`src/rtl/sfd_pkg.sv`:
```
package sfd_pkg;

  // Decoder position relative to an escape sequence.
  typedef enum logic {
    ST_PLAIN = 1'b0,
    ST_ESC   = 1'b1
  } dec_state_e;

  // Match flags of one raw byte against the four configured characters.
  typedef struct packed {
    logic is_sep;
    logic is_esc;
    logic is_code_sep;
    logic is_code_esc;
  } byte_cls_t;

  localparam int unsigned NUM_CFG_CHARS = 4;

endpackage

```
`src/rtl/sfd_classify.sv`:
```
module sfd_classify
  import sfd_pkg::*;
#(
  parameter int unsigned DW = 8
) (
  input  logic [DW-1:0] raw_i,
  input  logic [DW-1:0] sep_i,
  input  logic [DW-1:0] esc_i,
  input  logic [DW-1:0] code_sep_i,
  input  logic [DW-1:0] code_esc_i,
  output byte_cls_t     cls_o
);

  logic [DW-1:0] ref_chars [NUM_CFG_CHARS];
  logic [NUM_CFG_CHARS-1:0] hit;

  assign ref_chars[0] = sep_i;
  assign ref_chars[1] = esc_i;
  assign ref_chars[2] = code_sep_i;
  assign ref_chars[3] = code_esc_i;

  for (genvar g = 0; g < NUM_CFG_CHARS; g++) begin : g_cmp
    assign hit[g] = (raw_i == ref_chars[g]);
  end

  assign cls_o.is_sep      = hit[0];
  assign cls_o.is_esc      = hit[1];
  assign cls_o.is_code_sep = hit[2];
  assign cls_o.is_code_esc = hit[3];

endmodule

```
`src/rtl/sfd_core.sv`:
```
module sfd_core
  import sfd_pkg::*;
#(
  parameter int unsigned DW = 8
) (
  input  logic          clk_i,
  input  logic          rst_ni,
  input  logic          fire_i,
  input  logic [DW-1:0] raw_i,
  input  byte_cls_t     cls_i,
  input  logic [DW-1:0] sep_i,
  input  logic [DW-1:0] esc_i,
  output logic          emit_o,
  output logic [DW-1:0] emit_data_o,
  output logic          emit_last_o,
  output logic          done_o,
  output logic          err_o
);

  dec_state_e    st_q, st_d;
  logic          hold_vld_q, hold_vld_d;
  logic [DW-1:0] hold_q, hold_d;
  logic          hold_en;
  logic          done_q, done_d;
  logic          err_q, err_d;
  logic          push;
  logic [DW-1:0] decoded;

  // Next-state logic
  always_comb begin
    st_d        = st_q;
    hold_vld_d  = hold_vld_q;
    hold_d      = hold_q;
    hold_en     = 1'b0;
    done_d      = 1'b0;
    err_d       = 1'b0;
    push        = 1'b0;
    decoded     = raw_i;
    emit_o      = 1'b0;
    emit_data_o = hold_q;
    emit_last_o = 1'b0;

    if (fire_i) begin
      unique case (st_q)
        ST_PLAIN: begin
          if (cls_i.is_sep) begin
            // boundary: close the frame only if a payload byte is pending
            if (hold_vld_q) begin
              emit_o      = 1'b1;
              emit_last_o = 1'b1;
              done_d      = 1'b1;
            end
            hold_vld_d = 1'b0;
          end else if (cls_i.is_esc) begin
            st_d = ST_ESC;
          end else begin
            push    = 1'b1;
            decoded = raw_i;
          end
        end
        ST_ESC: begin
          st_d = ST_PLAIN;
          if (cls_i.is_sep) begin
            // aborted frame: drop the pending byte, no completion
            err_d      = 1'b1;
            hold_vld_d = 1'b0;
          end else if (cls_i.is_code_sep) begin
            push    = 1'b1;
            decoded = sep_i;
          end else if (cls_i.is_code_esc) begin
            push    = 1'b1;
            decoded = esc_i;
          end else begin
            err_d = 1'b1;
          end
        end
        default: st_d = ST_PLAIN;
      endcase

      if (push) begin
        emit_o      = hold_vld_q;
        emit_last_o = 1'b0;
        hold_en     = 1'b1;
        hold_d      = decoded;
        hold_vld_d  = 1'b1;
      end
    end
  end

  // State registers
  always_ff @(posedge clk_i or negedge rst_ni) begin
    if (!rst_ni) begin
      st_q       <= ST_PLAIN;
      hold_vld_q <= 1'b0;
      done_q     <= 1'b0;
      err_q      <= 1'b0;
    end else begin
      done_q <= done_d;
      err_q  <= err_d;
      if (fire_i) begin
        st_q       <= st_d;
        hold_vld_q <= hold_vld_d;
      end
    end
  end

  // Payload holding register, no reset needed on the data path
  always_ff @(posedge clk_i) begin
    if (hold_en) begin
      hold_q <= hold_d;
    end
  end

  assign done_o = done_q;
  assign err_o  = err_q;

  // an abort never coincides with a clean frame close
  p_err_excl_done_r9: assert property (@(posedge clk_i) disable iff (!rst_ni)
    !(err_q && done_q));

  // an accepted byte after an escape always leaves the escape state
  p_esc_exit_r8: assert property (@(posedge clk_i) disable iff (!rst_ni)
    (st_q == ST_ESC && fire_i) |=> (st_q == ST_PLAIN));

  // completion is a single-cycle pulse
  p_done_pulse_r7: assert property (@(posedge clk_i) disable iff (!rst_ni)
    done_q |=> !done_q);

endmodule

```
`src/rtl/sfd_out_stage.sv`:
```
module sfd_out_stage #(
  parameter int unsigned DW = 8
) (
  input  logic          clk_i,
  input  logic          rst_ni,
  input  logic          load_i,
  input  logic [DW-1:0] load_data_i,
  input  logic          load_last_i,
  input  logic          out_ready_i,
  output logic          out_valid_o,
  output logic [DW-1:0] out_data_o,
  output logic          out_last_o,
  output logic          slot_free_o
);

  logic          vld_q, vld_d;
  logic [DW-1:0] data_q;
  logic          last_q;

  always_comb begin
    vld_d = vld_q;
    if (load_i) begin
      vld_d = 1'b1;
    end else if (out_ready_i) begin
      vld_d = 1'b0;
    end
  end

  always_ff @(posedge clk_i or negedge rst_ni) begin
    if (!rst_ni) begin
      vld_q <= 1'b0;
    end else begin
      vld_q <= vld_d;
    end
  end

  always_ff @(posedge clk_i) begin
    if (load_i) begin
      data_q <= load_data_i;
      last_q <= load_last_i;
    end
  end

  assign out_valid_o = vld_q;
  assign out_data_o  = data_q;
  assign out_last_o  = last_q;
  assign slot_free_o = !vld_q || out_ready_i;

  // a new byte is never loaded over one that is stalled
  p_no_overwrite_r11: assert property (@(posedge clk_i) disable iff (!rst_ni)
    load_i |-> (!vld_q || out_ready_i));

  // a stalled byte stays put
  p_stall_stable_r11: assert property (@(posedge clk_i) disable iff (!rst_ni)
    (vld_q && !out_ready_i) |=> (vld_q && $stable(data_q) && $stable(last_q)));

endmodule

```
`src/rtl/sep_frame_decoder.sv`:
```
module sep_frame_decoder
  import sfd_pkg::*;
#(
  parameter int unsigned DW = 8
) (
  input  logic          clk_i,
  input  logic          rst_ni,
  input  logic [DW-1:0] cfg_sep_i,
  input  logic [DW-1:0] cfg_esc_i,
  input  logic [DW-1:0] cfg_esc_sep_i,
  input  logic [DW-1:0] cfg_esc_esc_i,
  input  logic          in_valid_i,
  input  logic [DW-1:0] in_data_i,
  output logic          in_ready_o,
  output logic          out_valid_o,
  output logic [DW-1:0] out_data_o,
  output logic          out_last_o,
  input  logic          out_ready_i,
  output logic          frame_done_o,
  output logic          proto_err_o
);

  byte_cls_t     cls;
  logic          fire;
  logic          slot_free;
  logic          emit;
  logic [DW-1:0] emit_data;
  logic          emit_last;

  assign in_ready_o = slot_free;
  assign fire       = in_valid_i && slot_free;

  sfd_classify #(.DW(DW)) u_classify (
    .raw_i      (in_data_i),
    .sep_i      (cfg_sep_i),
    .esc_i      (cfg_esc_i),
    .code_sep_i (cfg_esc_sep_i),
    .code_esc_i (cfg_esc_esc_i),
    .cls_o      (cls)
  );

  sfd_core #(.DW(DW)) u_core (
    .clk_i       (clk_i),
    .rst_ni      (rst_ni),
    .fire_i      (fire),
    .raw_i       (in_data_i),
    .cls_i       (cls),
    .sep_i       (cfg_sep_i),
    .esc_i       (cfg_esc_i),
    .emit_o      (emit),
    .emit_data_o (emit_data),
    .emit_last_o (emit_last),
    .done_o      (frame_done_o),
    .err_o       (proto_err_o)
  );

  sfd_out_stage #(.DW(DW)) u_out (
    .clk_i       (clk_i),
    .rst_ni      (rst_ni),
    .load_i      (emit),
    .load_data_i (emit_data),
    .load_last_i (emit_last),
    .out_ready_i (out_ready_i),
    .out_valid_o (out_valid_o),
    .out_data_o  (out_data_o),
    .out_last_o  (out_last_o),
    .slot_free_o (slot_free)
  );

  // the completion pulse coincides with a valid flagged final byte
  p_done_with_last_r7: assert property (@(posedge clk_i) disable iff (!rst_ni)
    frame_done_o |-> (out_valid_o && out_last_o));

  // backpressure stops intake
  p_ready_low_r11: assert property (@(posedge clk_i) disable iff (!rst_ni)
    (out_valid_o && !out_ready_i) |-> !in_ready_o);

endmodule

```
`config.mk`:
```
export PLATFORM = sky130hd
export DESIGN_NAME = sep_frame_decoder
export DESIGN_NICKNAME = d
export VERILOG_FILES = /design/src/rtl/sfd_pkg.sv /design/src/rtl/sfd_classify.sv /design/src/rtl/sfd_core.sv /design/src/rtl/sfd_out_stage.sv /design/src/rtl/sep_frame_decoder.sv
export SDC_FILE = /design/constraint.sdc
export NUM_CORES = 1
export LEC_CHECK = 0
export CAP_MARGIN = 20
export CORE_MARGIN = 10
export CORE_UTILIZATION = 50
export CTS_CLUSTER_SIZE = 14
export DETAILED_ROUTE_END_ITERATION = 6
export DONT_BUFFER_PORTS = 1
export SLEW_MARGIN = 20
export SYNTH_ARGS = -nofsm -noshare
export SYNTH_HDL_FRONTEND = slang
export SYNTH_SLANG_ARGS = --single-unit
```
`constraint.sdc`:
```
create_clock -name clk_i -period 4.8 [get_ports clk_i]
set_clock_uncertainty 0.15 [all_clocks]
set_input_delay 0.96 -clock clk_i [delete_from_list [all_inputs] [get_ports clk_i]]
set_output_delay 0.96 -clock clk_i [all_outputs]
set_load 0.02 [all_outputs]
```
# ---- Word-level counts from Yosys, hierarchy flattened
# Index checks and enable logic that the tools add are counted.
dict set report totals {
  ff_bits 22
  input_bits 44
  output_inout_bits 13
}
dict set report op_classes {
  n_eq_ne 4
  n_mux 31
  bitwise 2
  reduce_logical 8
}
# op count
set ops {}
lappend ops {{8-bit equality test} 4}
lappend ops {{1-bit 2-to-1 mux} 25}
lappend ops {{8-bit 2-to-1 mux} 3}
lappend ops {{8-bit case mux with 2 select lines} 1}
lappend ops {{1-bit case mux with 2 select lines} 2}
lappend ops {{2-bit nonzero test} 2}
lappend ops {{3-bit AND reduction} 1}
lappend ops {{1-bit inverter} 2}
lappend ops {{2-bit AND reduction} 1}
lappend ops {{2-bit OR reduction} 1}
lappend ops {{1-bit logical AND} 1}
lappend ops {{1-bit logical NOT} 1}
lappend ops {{1-bit logical OR} 1}

# ---- Longest topological paths before layout
# Gate-level depths: netlist (run 1).
dict set report logic_depth {
  ltp_word 9
  ltp_mapped 7
}

# ---- Modules after synthesis
# A second synthesis (run 1) with hierarchy kept.
dict set report hier_totals {
  hier_cells 132
  hier_area_um2 1480.2
}
# mod instances cells_per_inst area_per_inst_um2 seq_area_each_um2
set by_module_without_submodules {}
lappend by_module_without_submodules {sfd_core 1 67 740.7 340.3}
lappend by_module_without_submodules {sfd_classify 1 52 415.4 0.0}
lappend by_module_without_submodules {sfd_out_stage 1 12 317.8 295.3}
lappend by_module_without_submodules {sep_frame_decoder 1 1 6.3 0.0}

# ---- Worst setup path after synthesis (run 1)
# Ideal clock, no wire load.
dict set report synth_path {
  kind {input to register}
  start {input in_data_i[5]}
  end {register u_core.hold_q[0] (netlist: u_core.emit_data_o[0]) (enable)}
  setup_ns 0.389
  arrival_time_ns 2.540
  slack_ns 1.720
  stages 6
  n_path_buf 2
  path_cell_list {buf_2 -> xnor2_1 -> nand4_1 -> or2_1 -> buf_6 -> a311oi_1}
}
dict set report synth_between {
  elab_chain_len 9
}
# item line_no
set synth_lines {}
lappend synth_lines {{start: declaration} sep_frame_decoder.sv:13} ;# input logic [DW-1:0] in_data_i,
lappend synth_lines {{8-bit equality test} sfd_classify.sv:23} ;# assign hit[g] = (raw_i == ref_chars[g]);
lappend synth_lines {{1-bit 2-to-1 mux} sfd_core.sv:70} ;# end else if (cls_i.is_code_esc) begin
lappend synth_lines {{1-bit 2-to-1 mux} sfd_core.sv:67} ;# end else if (cls_i.is_code_sep) begin
lappend synth_lines {{1-bit 2-to-1 mux} sfd_core.sv:63} ;# if (cls_i.is_sep) begin
lappend synth_lines {{1-bit case mux with 2 select lines *} sfd_core.sv:44} ;# unique case (st_q)
lappend synth_lines {{1-bit 2-to-1 mux *} sfd_core.sv:43} ;# if (fire_i) begin
lappend synth_lines {{1-bit 2-to-1 mux} sfd_core.sv:80} ;# if (push) begin
lappend synth_lines {{1-bit 2-to-1 mux} sfd_core.sv:43}
lappend synth_lines {{3-bit AND reduction (no line) *} --}
lappend synth_lines {{end signal: assignment} sfd_core.sv:110} ;# hold_q <= hold_d;
lappend synth_lines {{end: declaration} sfd_core.sv:22} ;# logic [DW-1:0] hold_q, hold_d;
# Mark *: on every way between the ends. The rest lies on a longest branch, timed or not. The select of a mux whose other input is x is not followed.
# A chain may end at the register's enable or synchronous reset.

# ---- Final worst setup path (run 1)
dict set report layout_path {
  start {input in_data_i[2]}
  end {register u_out.data_q[0] (netlist: u_out.out_data_o[0]) (enable)}
}
dict set report layout_between {
  elab_chain_len 8
}
# item line_no
set layout_lines {}
lappend layout_lines {{8-bit equality test} sfd_classify.sv:23}
lappend layout_lines {{1-bit 2-to-1 mux} sfd_core.sv:70}
lappend layout_lines {{1-bit 2-to-1 mux} sfd_core.sv:67}
lappend layout_lines {{1-bit 2-to-1 mux} sfd_core.sv:63}
lappend layout_lines {{1-bit case mux with 2 select lines} sfd_core.sv:44}
lappend layout_lines {{1-bit 2-to-1 mux} sfd_core.sv:43}
lappend layout_lines {{1-bit 2-to-1 mux *} sfd_core.sv:80}
lappend layout_lines {{1-bit 2-to-1 mux *} sfd_core.sv:43}
lappend layout_lines {{via emit} sep_frame_decoder.sv:26} ;# logic emit;
lappend layout_lines {{end signal: assignment} sfd_out_stage.sv:39} ;# data_q <= load_data_i;
lappend layout_lines {{end: declaration} sfd_out_stage.sv:17} ;# logic [DW-1:0] data_q;
# Mark *: on every way through the listed nets, which the timed path passes. The rest lies on a longest branch. The select of a mux whose other input is x is not followed.

==> results of run 1 <==
[power by group through the flow]
stage | logic [W] | registers [W] | clock network, W
floorplan | 0.0000525 | 0.000231 | 0
global placement | 0.0000482 | 0.000233 | 0
detailed placement | 0.0000488 | 0.000233 | 0
CTS | 0.0000490 | 0.000229 | 0.000139
global route | 0.0000541 | 0.000229 | 0.000147
finish | 0.0000489 | 0.000228 | 0.000135
[flip-flops by register name (all words and copies together) (netlist names)]
name and flops:
u_core.done_o 1, u_core.emit_data_o 8, u_core.err_o 1, u_core.hold_vld_q 1
u_core.st_q 1, u_out.out_data_o 8, u_out.out_last_o 1, u_out.out_valid_o 1
[cell usage in the layout (no fill, tap or decap), drive strengths merged, types with 3 or more instances in the layout]
cell,Yosys,routed
nand4,4,4
nor4,4,4
clkbuf,1,3
xnor2,16,16
nand2,9,9
dfrtp,5,5
mux2,14,14
nor3,3,3
edfxtp,17,17
xor2,16,16
[area by class of cell]
class	instances	area (um^2)
Multi-Input combinational cell	87	744
Tap cell	31	38.8
Clock buffer	3	22.5
Clock inverter	1	30.0
Fill cell	259	1310
Sequential cell	22	636
[routing by layer]
| metal | routed length [um] | up-vias | track usage (%) | part of all wire [%] |
|---|---|---|---|---|
| li1 | - | 412 | - | - |
| met1 | 1000 | 369 | 10.3 | 35 |
| met2 | 1390 | 47 | 16.1 | 49 |
| met3 | 407 | 4 | 5.32 | 14 |
| met4 | 47 | 0 | 4.97 | 1.6 |
| met5 | 0 | - | 0 | 0 |
[through the flow]
| stage | setup slack (ns) | hold WS (ns) |
|---|---|---|
| 2_1_floorplan | 1.72 | 0.250 |
| 3_3_place_gp | 1.55 | 0.260 |
| 3_5_place_dp | 1.49 | 0.255 |
| 4_1_cts | 1.83 | 0.176 |
| 5_1_grt | 1.78 | 0.159 |
| 6_report | 1.99 | 0.189 |
[worst reg2reg max path: stages (launching register included)]
cell                       delay (ns)
sky130_fd_sc_hd__dfrtp_1         0.55
sky130_fd_sc_hd__a21boi_1        0.29
sky130_fd_sc_hd__a21bo_2         0.27
sky130_fd_sc_hd__a21oi_1         0.61
[cell families after synthesis]
logic type,synth area share [%]
buffers and inverters,5.67
xor gates and xnor gates,19.2
DFF,43.6
muxes,12.6
and+or+nand+nor,10.9
AOI/OAI and AO/OA,7.90
[worst paths after layout]
path / startpoint / to / slack (ns) / cells past startpoint
max reg2reg: u_core.st_q / u_out.out_data_o[0] / 2.58 / 3
min in group clk_i: u_core.emit_data_o[6] / u_out.out_data_o[6] / 0.28 / 0
min reg2reg: u_core.emit_data_o[6] / u_out.out_data_o[6] / 0.28 / 0
max in group asynchronous: rst_ni / u_core.done_o / 4.25 / 0
min: rst_ni / u_core.hold_vld_q / 0.19 / 0
max: in_data_i[2] / u_out.out_data_o[0] / 1.99 / 5
==> results.sh, run 1 <==
export IMPL_root_buffer="sky130_fd_sc_hd__clkbuf_4"
export IMPL_chipHeight_um=74.0
export IMPL_grt_pass1_vias=861
export IMPL_ys_warn_count=0
export IMPL_cts_buffer_depth=2
export IMPL_p_per_area_nw_per_um2=280
export IMPL_synth_fp_nets=163
export IMPL_most_instantiated_library_cell_after_synthesis="sky130_fd_sc_hd__edfxtp_1"
export IMPL_synthToLayoutAreaGrowth_pct=1.03
export IMPL_setup_worst_path_end_class="register"
export IMPL_seq_area_frac_synth_pct=43.6
export IMPL_finalCritPeriodShare_pct=58.6
export IMPL_cellInternalPower_w=0.000329
export IMPL_critPathSlowestCell="sky130_fd_sc_hd__a21oi_1"
export IMPL_route_antenna_remaining_nets=0
export IMPL_synthArstFlopShare_pct=22.7
export IMPL_synthesis_area_um2=1460
export IMPL_place_area_um2=1410
export IMPL_dpl_hpwl_um=2460
export IMPL_post_cts_setup_buffer_count=0
export IMPL_hold_viol=0
export IMPL_post_cts_resized_instances=0
export IMPL_synth_seq_cells=22
export IMPL_design_area_um2=1470
export IMPL_max_slew_worst_pin_slew_ns=0.777
export IMPL_drive_gt1_share_pct=16.8
export IMPL_relSlewSlack_pct=48.2
export IMPL_share_comb_of_total_power_pct=11.9
export IMPL_power_switching_share_pct=20.3
export IMPL_power_sequential_fraction_pct=55.3
export IMPL_timing_worst_setup_path_type="input port to register"
export IMPL_port_buffers=0
export IMPL_drtIter0Drc=39
export IMPL_first_pass_iters=4
export IMPL_final_max_slew_violation_count=0
export IMPL_fp_dieW_um=74.0
export IMPL_cts_sink_count=22
export IMPL_syn_inst=119
export IMPL_critPathMaxFanout=10
export IMPL_post_route_drc_count=0
export IMPL_power_share_clock_pct=32.8
export IMPL_critical_path_cell_chain="xnor2_1 -> nand4_1 -> or2_1 -> a21bo_2 -> a21oi_1"
export IMPL_dr_total_vias=832
export IMPL_final_util_pct=52.9
export IMPL_crit_family="compound AO/OA/AOI/OAI gates"
export IMPL_worstSetupStartpointType="input port"
export IMPL_vdd_drop_max_uv=199
export IMPL_design_die_area_um2=5470
export IMPL_diodes=0
export IMPL_tritoncts="done"
export IMPL_dominantRegCellSynth="sky130_fd_sc_hd__edfxtp_1"
export IMPL_place_gp_congestion=0.709
export IMPL_synth_enable_flop_cells=17
export IMPL_yosys_area_top_type="sky130_fd_sc_hd__edfxtp_1"
export IMPL_result_of_the_run="finished clean"
export IMPL_ctsHoldBuffers=0
export IMPL_floorplan_core_area_um2=2780
export IMPL_cts_inserted_buffers=3
export IMPL_cellLeakagePower_nw=0.494
export IMPL_pin_count=57
export IMPL_grt_pass1_wl_um=4270
export IMPL_clk_pin_slew_ns=0.11
export IMPL_max_clock_freq_mhz=355
export IMPL_instances_no_fill=144
export IMPL_floorplan_rows=19
export IMPL_timing_critical_path_buf_inv=0
export IMPL_post_synth_cell_area_avg_um2=12.2
export IMPL_p_switching_w=0.0000835
export IMPL_setup_tns_ns=0
export IMPL_most_common_library_cells_after_synthesis="sky130_fd_sc_hd__edfxtp_1, sky130_fd_sc_hd__xnor2_1, sky130_fd_sc_hd__xor2_1"
export IMPL_grt_usage_pct=9.96
export IMPL_max_cap_violations=0
export IMPL_synthTopCellsByArea="sky130_fd_sc_hd__edfxtp_1, sky130_fd_sc_hd__xnor2_1, sky130_fd_sc_hd__xor2_1, sky130_fd_sc_hd__dfrtp_1, sky130_fd_sc_hd__mux2_4"
export IMPL_setup_violations=0
export IMPL_layout_nets=158
export IMPL_grt_start_max_net_pins=14
export IMPL_h_tree_depth=1
export IMPL_post_synth_top_area_share_pct=35.1
export IMPL_grt_setup_unrepaired="no"
export IMPL_place_inst=140
export IMPL_postRouteWirelength_um=2850
export IMPL_crit_path_max_incr_delay_ns=0.61
export IMPL_min_path_type="input port to async pin"
export IMPL_cp_required_ns=4.59
export IMPL_synth_cell_types=33
export IMPL_insertion_delay_ns=0.30
export IMPL_cp_arrival_ns=2.60
export IMPL_grt_antenna_before_repair=0
export IMPL_route_detailed_vias_per_inst=5.78
export IMPL_grt_remaining_overflow=0
export IMPL_wl_per_cell_um=19.8
export IMPL_report_power_total_w=0.000412
export IMPL_post_route_min_period_ns=2.81
export IMPL_floorplan_initialDensity_pct=52.4
Note: power is estimated with default switching activity, not from simulation.
==> run 2, diff against run 1 <==
--- a/config.mk
+++ b/config.mk
@@ -11,6 +11,7 @@
 export CTS_CLUSTER_SIZE = 14
 export DETAILED_ROUTE_END_ITERATION = 6
 export DONT_BUFFER_PORTS = 1
+export PLACE_DENSITY = 0.68
 export SLEW_MARGIN = 20
 export SYNTH_ARGS = -nofsm -noshare
 export SYNTH_HDL_FRONTEND = slang
==> constraint.sdc (replaced) <==
create_clock -name clk_i -period 2.5 [get_ports clk_i]
set_clock_uncertainty 0.15 [all_clocks]
set_input_delay 0.5 -clock clk_i [delete_from_list [all_inputs] [get_ports clk_i]]
set_output_delay 0.5 -clock clk_i [all_outputs]
set_load 0.02 [all_outputs]
==> run 2 against run 1 <==
Compared with the run above:
- wire length increased by 0.49%
- via count up 2.0%
- highest routed layer unchanged
- critical path depth did not move
- sequential cell count is the same
- non-clock buffer count up 4
- cell count grew 2.8%
- sequential power rose by 92%
- final area is 2.5% higher
- critical path type unchanged
- largest power group unchanged
- largest cell class unchanged
- clock power up 92%
- die area unchanged
- sequential share of layout area decreased by 1.0 points
==> results.sh, run 2 (same netlist as run 1, synthesis figures left out) <==
export IMPL_result_of_the_run="finished clean"
export IMPL_relSlewSlack_pct=68.7
export IMPL_layout_nets=162
export IMPL_critical_path_startpoint="in_data_i[2]"
export IMPL_postRouteWirelength_um=2860
export IMPL_setup_tns_ns=0
export IMPL_floorplan_initialDensity_pct=52.4
export IMPL_first_pass_iters=4
export IMPL_grt_pass1_wl_um=4560
export IMPL_place_area_um2=1450
export IMPL_route_detailed_vias_per_inst=5.74
export IMPL_wl_per_cell_um=19.4
export IMPL_hold_viol=0
export IMPL_cp_required_ns=2.41
export IMPL_drtIter0Drc=30
export IMPL_min_path_type="input port to register"
export IMPL_grt_pass1_vias=898
export IMPL_design_die_area_um2=5470
export IMPL_floorplan_rows=19
export IMPL_port_buffers=0
export IMPL_mostFrequentLayoutCell="sky130_fd_sc_hd__edfxtp_1"
export IMPL_max_clock_freq_mhz=469
export IMPL_crit_family="simple AND/OR/NAND/NOR gates"
export IMPL_design_area_um2=1510
export IMPL_cts_buffer_depth=2
export IMPL_critical_path_cell_chain="xnor2_1 -> nand4_1 -> or2_1 -> a21boi_4 -> mux2_4"
export IMPL_grt_remaining_overflow=0
export IMPL_chipHeight_um=74.0
export IMPL_cellInternalPower_w=0.000637
export IMPL_crit_path_max_incr_delay_ns=0.44
export IMPL_diodes=0
export IMPL_pin_count=57
export IMPL_worstSetupStartpointType="input port"
export IMPL_cts_inserted_buffers=3
export IMPL_power_share_clock_pct=32.3
export IMPL_floorplan_core_area_um2=2780
export IMPL_post_route_min_period_ns=2.13
export IMPL_grt_setup_unrepaired="no"
export IMPL_setup_worst_path_end_class="register"
export IMPL_grt_start_max_net_pins=14
export IMPL_clk_pin_slew_ns=0.11
export IMPL_layout_common_cells="sky130_fd_sc_hd__edfxtp_1, sky130_fd_sc_hd__xnor2_1, sky130_fd_sc_hd__xor2_1"
export IMPL_share_comb_of_total_power_pct=13.0
export IMPL_critPathMaxFanout=10
export IMPL_place_gp_congestion=0.837
export IMPL_setup_violations=0
export IMPL_cellLeakagePower_nw=0.513
export IMPL_h_tree_depth=1
export IMPL_reg2reg_from="u_core.st_q"
export IMPL_max_cap_violations=0
export IMPL_timing_critical_path_buf_inv=0
export IMPL_vdd_drop_max_uv=441
export IMPL_tritoncts="done"
export IMPL_fp_dieW_um=74.0
export IMPL_grt_usage_pct=10.6
export IMPL_max_slew_worst_pin_slew_ns=0.470
export IMPL_post_cts_setup_buffer_count=0
export IMPL_power_sequential_fraction_pct=54.7
export IMPL_finalCritPeriodShare_pct=85.2
export IMPL_drive_gt1_share_pct=19.7
export IMPL_synthToLayoutAreaGrowth_pct=3.52
export IMPL_critPathSlowestCell="sky130_fd_sc_hd__or2_1"
export IMPL_final_max_slew_violation_count=0
export IMPL_p_switching_w=0.000163
export IMPL_insertion_delay_ns=0.30
export IMPL_post_route_drc_count=0
export IMPL_root_buffer="sky130_fd_sc_hd__clkbuf_4"
export IMPL_grt_antenna_before_repair=0
export IMPL_cp_arrival_ns=2.04
export IMPL_hold_path_startpoint="in_valid_i"
export IMPL_p_per_area_nw_per_um2=531
export IMPL_power_switching_share_pct=20.4
export IMPL_dpl_hpwl_um=2520
export IMPL_dr_total_vias=849
export IMPL_timing_worst_setup_path_type="input port to register"
export IMPL_cts_sink_count=22
export IMPL_fin_worst_hold_slack_ns=0.202
export IMPL_route_antenna_remaining_nets=0
[run 2: cell types whose count changed in the layout (fill, tap and decap cells not counted), sizes merged]
cell,change
buf,+3
dlygate4sd3,+1
[run 2: through the flow]
step | setup slack, ns | power [W] | instances | utilization (%)
after floorplan | 0.160 | 0.000546 | 119 | -
after global placement | 0.139 | 0.000547 | 143 | 52.0
after detailed placement | 0.0612 | 0.000549 | 143 | 52.0
after CTS | 0.387 | 0.000808 | 148 | 54.2
after global routing | 0.308 | 0.000829 | 148 | 54.2
final | 0.369 | 0.000800 | 148 | 54.2
[run 2: final timing paths]
kind	end	slack (ns)	cells past startpoint
min	u_out.out_valid_o	0.20	2
min reg2reg	u_out.out_data_o[1]	0.28	0
max in group asynchronous	u_core.hold_vld_q	1.69	1
min in group asynchronous	u_core.done_o	0.32	1
max reg2reg	u_core.emit_data_o[1]	0.52	3
max	u_core.emit_data_o[1]	0.37	5
[run 2: area by class of cell]
type	count	area, um^2
flip-flops and latches	22	636
well taps	31	38.8
repair buffers	4	32.5
clock buffers	3	22.5
clock inverters	1	30.0
multi-input cells	87	748
fillers	243	1270
[run 2: power groups by stage]
stage / logic (W) / registers (W) / clock network, W
floorplan: 0.000102 / 0.000444 / 0
global placement: 0.000101 / 0.000446 / 0
detailed placement: 0.000102 / 0.000447 / 0
CTS: 0.000106 / 0.000438 / 0.000264
global route: 0.000115 / 0.000440 / 0.000275
finish: 0.000104 / 0.000437 / 0.000259
[run 2: metal layers]
layer,part of all wire (%),up-vias,GRT usage (%)
met5,0,-,0
met4,1.8,0,4.35
met3,10,4,4.26
met2,48,47,17.4
met1,40,377,12.0
li1,-,421,-
[run 2: repair_timing]
| item | 4_1_cts | 5_1_grt |
|---|---|---|
| hold endpoints to repair | 5 | 0 |
| hold buffers | 1 | 0 |
| resized for setup | 0 | 0 |
==> run 3, diff against run 2 <==
--- a/config.mk
+++ b/config.mk
@@ -7,11 +7,9 @@
 export LEC_CHECK = 0
 export CAP_MARGIN = 20
 export CORE_MARGIN = 10
-export CORE_UTILIZATION = 50
-export CTS_CLUSTER_SIZE = 14
+export CORE_UTILIZATION = 45
 export DETAILED_ROUTE_END_ITERATION = 6
 export DONT_BUFFER_PORTS = 1
-export PLACE_DENSITY = 0.68
 export SLEW_MARGIN = 20
 export SYNTH_ARGS = -nofsm -noshare
 export SYNTH_HDL_FRONTEND = slang
==> run 3 against run 2 <==
Compared with the run above:
- maximum frequency grew 3.7%
- critical endpoint is now u_core.emit_data_o[6]
- sequential cell count unchanged
- combinational power about the same
- power is 13% lower
- via count is the same
- largest power group unchanged
- highest routed layer unchanged
- largest cell class unchanged
==> results.sh, run 3 (same netlist as run 1, synthesis figures left out) <==
export IMPL_clk_pin_slew_ns=0.12
export IMPL_grt_start_max_net_pins=13
export IMPL_timing_critical_path_buf_inv=0
export IMPL_grt_remaining_overflow=0
export IMPL_worstSetupStartpointType="input port"
export IMPL_cp_required_ns=2.41
export IMPL_diodes=0
export IMPL_report_power_total_w=0.000698
export IMPL_place_inst=156
export IMPL_tritoncts="done"
export IMPL_layout_nets=162
export IMPL_cellLeakagePower_nw=0.501
export IMPL_place_gp_congestion=0.825
export IMPL_highest_routed_metal_layer="met4"
export IMPL_dpl_hpwl_um=2590
export IMPL_cts_sink_count=22
export IMPL_hold_viol=0
export IMPL_multi_input_area_um2=748
export IMPL_result_of_the_run="finished clean"
export IMPL_final_util_pct=48.7
export IMPL_final_max_slew_violation_count=0
export IMPL_critPathSlowestCell="sky130_fd_sc_hd__or2_1"
export IMPL_pin_count=57
export IMPL_crit_path_max_incr_delay_ns=0.42
export IMPL_layout_common_cells="sky130_fd_sc_hd__edfxtp_1, sky130_fd_sc_hd__xnor2_1, sky130_fd_sc_hd__xor2_1"
export IMPL_setup_tns_ns=0
export IMPL_relSlewSlack_pct=69.9
export IMPL_post_route_drc_count=0
export IMPL_h_tree_depth=1
export IMPL_synthToLayoutAreaGrowth_pct=2.84
export IMPL_max_slew_worst_pin_slew_ns=0.452
export IMPL_insertion_delay_ns=0.29
export IMPL_chipHeight_um=76.9
export IMPL_grt_pass1_wl_um=4870
export IMPL_route_antenna_remaining_nets=0
export IMPL_post_route_min_period_ns=2.05
export IMPL_max_clock_freq_mhz=487
export IMPL_timing_worst_setup_path_type="input port to register"
export IMPL_instances_no_fill=161
export IMPL_finalCritPeriodShare_pct=82.2
export IMPL_floorplan_rows=20
export IMPL_first_pass_iters=2
export IMPL_p_per_area_nw_per_um2=466
export IMPL_floorplan_initialDensity_pct=47.3
export IMPL_wl_per_cell_um=18.6
export IMPL_design_die_area_um2=5910
export IMPL_grt_usage_pct=9.89
export IMPL_critical_path_cell_chain="xnor2_1 -> nand4_1 -> or2_1 -> a21boi_4 -> mux2_4"
export IMPL_drtIter0Drc=56
export IMPL_drive_gt1_share_pct=18.8
export IMPL_fin_worst_hold_slack_ns=0.192
export IMPL_root_buffer="sky130_fd_sc_hd__clkbuf_4"
export IMPL_critPathMaxFanout=10
export IMPL_met2_wirelength_um=1410
export IMPL_min_path_type="input port to register"
export IMPL_max_cap_violations=0
export IMPL_crit_family="simple AND/OR/NAND/NOR gates"
export IMPL_wirelength_met1_um=1260
export IMPL_setup_violations=0
export IMPL_postRouteWirelength_um=3000
export IMPL_floorplan_core_area_um2=3080
export IMPL_dr_wl_met3_um=298
export IMPL_port_buffers=0
export IMPL_grt_antenna_before_repair=0
export IMPL_grt_pass1_vias=973
export IMPL_route_detailed_vias_per_inst=5.27
export IMPL_grt_setup_unrepaired="no"
export IMPL_cts_inserted_buffers=3
export IMPL_vdd_drop_max_uv=166
export IMPL_cts_buffer_depth=2
export IMPL_fp_dieW_um=76.9
export IMPL_post_cts_setup_buffer_count=0
export IMPL_mostFrequentLayoutCell="sky130_fd_sc_hd__edfxtp_1"
export IMPL_cp_arrival_ns=1.96
export IMPL_dr_total_vias=849
export IMPL_filler_cell_count=279
export IMPL_ff_latch_area_um2=636
export IMPL_setup_worst_path_end_class="register"
==> run 3: cell count changes in the layout (fill, tap and decap cells not counted), sizes merged <==
cell / before / now
bufinv: 1 / 0
clkinv: 0 / 1
==> run 3: timing repair <==
| action | CTS | global route |
|---|---|---|
| hold buffers | 1 | 0 |
| hold endpoints to repair | 5 | 0 |
| resized for setup | 0 | 0 |
==> run 3: metal layers <==
layer | vias to the layer above | global-route usage [%]
met3 | 4 | 4.20
met4 | 0 | 3.72
met2 | 39 | 15.9
met5 | - | 0
li1 | 419 | -
met1 | 387 | 11.3
==> run 3: path summary, 6_finish.rpt <==
check	start	to	depth (start not counted)	slack, ns
max reg2reg	u_core.st_q	u_core.emit_data_o[6]	3	0.51
max	in_data_i[4]	u_core.emit_data_o[6]	5	0.45
min	in_valid_i	u_out.out_valid_o	2	0.19
min in group asynchronous	rst_ni	u_out.out_valid_o	1	0.33
min reg2reg	u_core.emit_data_o[5]	u_out.out_data_o[5]	0	0.28
max in group asynchronous	rst_ni	u_core.st_q	1	1.68
==> run 3: cell type report <==
type | instances | area share [%]
Multi-Input combinational cell | 87 | 50.0
Clock inverter | 1 | 0.251
Clock buffer | 3 | 1.50
Timing Repair Buffer | 4 | 2.17
Tap cell | 44 | 3.68
Sequential cell | 22 | 42.4
==> run 3: power by group <==
group          leakage (nW)  internal [W]  switching (W)
Sequential            0.224      0.000418      0.0000197
Combinational         0.261     0.0000566      0.0000459
Clock                0.0154     0.0000581      0.0000999
Total                 0.501      0.000533       0.000165
==> run 3: worst reg2reg max path: stages (launching register included) <==
cell and delay, ns:
sky130_fd_sc_hd__dfrtp_1 0.56, sky130_fd_sc_hd__a21boi_1 0.29, sky130_fd_sc_hd__a21boi_4 0.42, sky130_fd_sc_hd__mux2_4 0.34
==> run 3: metrics by stage <==
stage	setup WS (ns)	instance area (um^2)
floorplan	0.160	1470
global placement	0.177	1460
detailed placement	0.0912	1460
CTS	0.422	1500
global route	0.355	1500
finish	0.446	1500
